### config.mk
export PLATFORM = sky130hd
export DESIGN_NAME = fwd_bypass_net
export DESIGN_NICKNAME = d
export VERILOG_FILES = /design/src/rtl/fwd_bypass_pkg.sv /design/src/rtl/fwd_wt_bypass.sv /design/src/rtl/fwd_pick.sv /design/src/rtl/fwd_bypass_net.sv
export SDC_FILE = /design/constraint.sdc
export NUM_CORES = 1
export LEC_CHECK = 0
export ABC_AREA = 1
export BUFFER_PORTS_ARGS = -buffer_cell sky130_fd_sc_hd__buf_2
export CORE_UTILIZATION = 55
export CTS_BUF_LIST = sky130_fd_sc_hd__clkbuf_16
export CTS_CLUSTER_DIAMETER = 50
export CTS_CLUSTER_SIZE = 12
export DETAILED_ROUTE_END_ITERATION = 16
export PLACE_DENSITY = 0.88
export SYNTH_ARGS = -nofsm -noshare
export SYNTH_HDL_FRONTEND = slang
export SYNTH_HIERARCHICAL = 1
export SYNTH_SLANG_ARGS = --single-unit
### constraint.sdc
create_clock -name clk -period 3.5 [get_ports clk]
set_clock_uncertainty 0.05 [all_clocks]
set_input_delay 0.525 -clock clk [delete_from_list [all_inputs] [get_ports clk]]
set_output_delay 0.525 -clock clk [all_outputs]
set_load 0.02 [all_outputs]
### src/rtl/fwd_bypass_pkg.sv
package fwd_bypass_pkg;
  localparam int NUM_OPND = 2;

  typedef enum logic [1:0] {
    SRC_RF  = 2'b00,
    SRC_WB  = 2'b01,
    SRC_MEM = 2'b10
  } opnd_src_e;
endpackage

### src/rtl/fwd_wt_bypass.sv
// Same-cycle write-through: a decode read of the register being written
// back returns the new value. Register 0 is excluded.
module fwd_wt_bypass #(
  parameter int AW = 5,
  parameter int DW = 32
) (
  input  logic [AW-1:0] rd_addr,
  input  logic [DW-1:0] rf_data,
  input  logic [AW-1:0] wb_addr,
  input  logic          wb_wen,
  input  logic [DW-1:0] wb_data,
  output logic [DW-1:0] rd_value
);
  logic hit;

  always_comb begin
    hit      = wb_wen && (wb_addr != '0) && (wb_addr == rd_addr);
    rd_value = hit ? wb_data : rf_data;
  end
endmodule

### src/rtl/fwd_pick.sv
// Per-operand priority select: memory stage first, then write-back,
// then the captured register-file value.
module fwd_pick
  import fwd_bypass_pkg::*;
#(
  parameter int AW = 5,
  parameter int DW = 32
) (
  input  logic [AW-1:0] src_addr,
  input  logic [DW-1:0] src_rf,
  input  logic [AW-1:0] mem_addr,
  input  logic          mem_wen,
  input  logic          mem_is_load,
  input  logic [DW-1:0] mem_res,
  input  logic [AW-1:0] wb_addr,
  input  logic          wb_wen,
  input  logic [DW-1:0] wb_data,
  output logic [1:0]    sel,
  output logic [DW-1:0] opnd
);
  logic      mem_hit;
  logic      wb_hit;
  opnd_src_e src;

  always_comb begin
    mem_hit = mem_wen && !mem_is_load && (mem_addr != '0) && (mem_addr == src_addr);
    wb_hit  = wb_wen && (wb_addr != '0) && (wb_addr == src_addr);
    if (mem_hit) begin
      src  = SRC_MEM;
      opnd = mem_res;
    end else if (wb_hit) begin
      src  = SRC_WB;
      opnd = wb_data;
    end else begin
      src  = SRC_RF;
      opnd = src_rf;
    end
    sel = src;
  end
endmodule

### src/rtl/fwd_bypass_net.sv
module fwd_bypass_net
  import fwd_bypass_pkg::*;
#(
  parameter int AW = 5,
  parameter int DW = 32
) (
  input  logic          clk,
  input  logic          rst_n,
  input  logic [AW-1:0] id_rs1_addr,
  input  logic [AW-1:0] id_rs2_addr,
  input  logic [DW-1:0] id_rf_rd1,
  input  logic [DW-1:0] id_rf_rd2,
  input  logic [AW-1:0] mem_rd_addr,
  input  logic          mem_wen,
  input  logic          mem_is_load,
  input  logic [DW-1:0] mem_alu_res,
  input  logic [AW-1:0] wb_rd_addr,
  input  logic          wb_wen,
  input  logic [DW-1:0] wb_data,
  output logic [1:0]    ex_sel_a,
  output logic [1:0]    ex_sel_b,
  output logic [DW-1:0] ex_opnd_a,
  output logic [DW-1:0] ex_opnd_b
);
  logic [AW-1:0] id_addr   [NUM_OPND];
  logic [DW-1:0] id_raw    [NUM_OPND];
  logic [DW-1:0] id_fixed  [NUM_OPND];
  logic [AW-1:0] ex_addr_d [NUM_OPND];
  logic [DW-1:0] ex_data_d [NUM_OPND];
  logic [AW-1:0] ex_addr_q [NUM_OPND];
  logic [DW-1:0] ex_data_q [NUM_OPND];
  logic [1:0]    sel       [NUM_OPND];
  logic [DW-1:0] opnd      [NUM_OPND];

  always_comb begin
    id_addr[0] = id_rs1_addr;
    id_addr[1] = id_rs2_addr;
    id_raw[0]  = id_rf_rd1;
    id_raw[1]  = id_rf_rd2;
  end

  for (genvar g = 0; g < NUM_OPND; g++) begin : g_opnd
    fwd_wt_bypass #(.AW(AW), .DW(DW)) u_wt (
      .rd_addr  (id_addr[g]),
      .rf_data  (id_raw[g]),
      .wb_addr  (wb_rd_addr),
      .wb_wen   (wb_wen),
      .wb_data  (wb_data),
      .rd_value (id_fixed[g])
    );

    // next state of the execute-stage operand slice
    always_comb begin
      ex_addr_d[g] = id_addr[g];
      ex_data_d[g] = id_fixed[g];
    end

    always_ff @(posedge clk or negedge rst_n) begin
      if (!rst_n) begin
        ex_addr_q[g] <= '0;
        ex_data_q[g] <= '0;
      end else begin
        ex_addr_q[g] <= ex_addr_d[g];
        ex_data_q[g] <= ex_data_d[g];
      end
    end

    fwd_pick #(.AW(AW), .DW(DW)) u_pick (
      .src_addr    (ex_addr_q[g]),
      .src_rf      (ex_data_q[g]),
      .mem_addr    (mem_rd_addr),
      .mem_wen     (mem_wen),
      .mem_is_load (mem_is_load),
      .mem_res     (mem_alu_res),
      .wb_addr     (wb_rd_addr),
      .wb_wen      (wb_wen),
      .wb_data     (wb_data),
      .sel         (sel[g]),
      .opnd        (opnd[g])
    );
  end

  always_comb begin
    ex_sel_a  = sel[0];
    ex_sel_b  = sel[1];
    ex_opnd_a = opnd[0];
    ex_opnd_b = opnd[1];
  end
endmodule

==> results.txt <==
Die Area - 0.0112 mm^2
Post-route ant nets - 0
Die height - 106 um
Unique masters post-synth - 23
Cts repair resizes - 0
Layout Nets - 1294
Routability congestion estimate - 0.894
Synth async-reset ratio - 1.00
Crit path max fanout - 33
Routed vias - 6972
CP peak stage delay - 520 ps
Diode count - 0
Synth Net Count - 1109
Max IR drop VDD - 251 uV
First-pass GRT wire length - 30300 um
Die X - 106 um
DP Worst Slack - 581 ps
Min Tclk post-route - 2950 ps
Total power - 2.54 mW
Area delta synth->final - 21.4%
Reg clk slew, reported paths - 60 ps
Min-delay worst type - primary input to flop
Max-cap viol count - 0
FP Rows - 37
Core Util, Final - 0.694
Leakage - 4.52 nW
Final worst path period share - 0.843
Register area - 0.00185 mm^2
CP Depth - 7
Arr. time, crit path - 2370 ps
Setup CP Type - flop to primary output
Total negative slack - 0 ps
Share of cells above drive strength 1 - 0.236
Starting Density - 0.572
Max-slew headroom - 0.351
Mapped Avg Cell Area - 6.23 um^2
Setup-failing EPs final - 0
Status - finished clean
Cts bufs inserted - 9
Startpoint class of the critical path - flop
Footprint of the multi-input gates - 0.00301 mm^2
Total wire length - 19100 um
Clock sink count - 74
Worst-Margin Slew - 974 ps
I/O pins - 221
Crit path max-delay family - simple AND/OR/NAND/NOR gates
First-pass DRT Iterations - 5
Core area - 0.0104 mm^2
CTS tree - done
Yosys warns - 6
Post-CTS setup buffer count - 0
FF+latch count, synth - 74
Unrepaired setup endpoints after global routing - no
Hold Path Depth - 1
Pwr Density - 351 mW/mm^2
Slack of the critical path - 550 ps
H-tree level count - 3
CP Capture Type - primary output
Register area share after synthesis - 0.311
HPWL after DPL - 13400 um
Critical Path RT - 2920 ps
Clock Path Buffers - 2
Buf/Inv on CP - 2
DRC - 0
Cell Area, Synth - 0.00596 mm^2
Grt total ovfl - 0
FILL cells - 981
Crit-path most repeated cell - nand2_1
Clock root buffer - clkbuf_16
Slowest stage cell, crit path - clkinv_2
Hold buffer count at CTS - 0
Fmax - 339 MHz
Avg WL per Cell - 14.9 um
Synth Flop Type - dfrtp_1
Detailed Route Iter0 Violations - 563
Vias in the first global route - 6220
Initial antenna violation count - 0
Largest net degree at the start of global routing - 75
Synth Instances - 956
Fin. Hold Viols - 0
Final cell count without fillers - 1282
Dpl cells - 1266
PortBufs - 220
Number of synthesized flops with an enable pin - 0
DR vias/cell - 5.44
Final Max Tran Viols - 0
All-Layer GR Usage - 0.342
Crit path cell chain - xor2_1 -> nor2_1 -> nand4_2 -> clkinv_2 -> nand2_1 -> nand2_1 -> buf_2
==> synthesized netlist by cell type (4+ instances only) <==
cell type  instances  share of area
inv_1            170           0.11
dfrtp_1           74           0.31
o21ai_1            6         0.0050
a21oi_1            4         0.0034
nand3_1           68          0.057
buf_2             42          0.035
nand4_1          130           0.14
buf_6             18          0.034
nand3_4            4          0.012
nor2_4             8          0.015
nand2_1          386           0.24
nor2_1            24          0.015
==> flip-flops by register name, indices dropped and copies added, names as in the netlist <==
| name | cells |
|---|---|
| ex_data_q | 64 |
| ex_addr_q | 10 |
==> per-stage QoR <==
step                      instance area, um^2  hold WS (ps)
after floorplan                          5960           179
final                                    7230           281
after global routing                     7230           279
after CTS                                7230           276
after detailed placement                 6920           613
after global placement                   6920           609
==> layout make-up <==
| type | count | area share |
|---|---|---|
| Clock buffer | 9 | 0.0311 |
| Clock inverter | 7 | 0.0116 |
| Inverter | 176 | 0.0917 |
| Multi-Input combinational cell | 644 | 0.417 |
| Sequential cell | 74 | 0.256 |
| Tap cell | 136 | 0.0235 |
| Timing Repair Buffer | 236 | 0.169 |
==> metal layers <==
layer | GRT usage | part of all wire
met1 | 0.441 | 0.40
met2 | 0.605 | 0.49
met3 | 0.0429 | 0.096
met4 | 0.0853 | 0.017
met5 | 0 | 0
==> cell families after synthesis <==
logic type	count (synthesis)	share of synthesized area
AOI/OAI and AO/OA	14	0.0130
xor gates and xnor gates	2	0.00294
buffers and inverters	238	0.183
DFF	74	0.311
and+or+nand+nor	628	0.490
==> layout by cell type, fill, tap and decap left out <==
cell          n
nand2_1     386
buf_2       219
inv_1       170
nand4_1     130
dfrtp_1      74
nand3_1      68
nor2_1       24
buf_4        17
clkbuf_16     9
nor2_4        8
o21ai_1       6
clkinv_1      5
a21oi_1       4
nand3_4       4
clkinv_2      3
bufinv_16     2
xor2_1        2
inv_2         2
or2_2         2
nor3b_1       2
and3_1        2
o21ai_0       2
nand4_2       2
o21ai_2       2
clkinvlp_4    1
==> power breakdown <==
part | switching (mW) | internal (mW) | total, mW | leakage, nW
Combinational | 0.439 | 0.211 | 0.650 | 3.51
Sequential | 0.0166 | 0.906 | 0.923 | 0.864
Clock | 0.351 | 0.616 | 0.966 | 0.148
Total | 0.806 | 1.73 | 2.54 | 4.52
==> final timing paths <==
| path | start | end | slack [ps] |
|---|---|---|---|
| worst min-delay path | id_rs2_addr[1] | ex_addr_q[1] | 280 |
| max in group asynchronous | rst_n | ex_data_q[60] | 2460 |
| worst max-delay path | ex_addr_q[6] | ex_opnd_a[23] | 550 |
| min in group asynchronous | rst_n | ex_addr_q[1] | 300 |
Note: power is estimated with default switching activity, not from simulation.
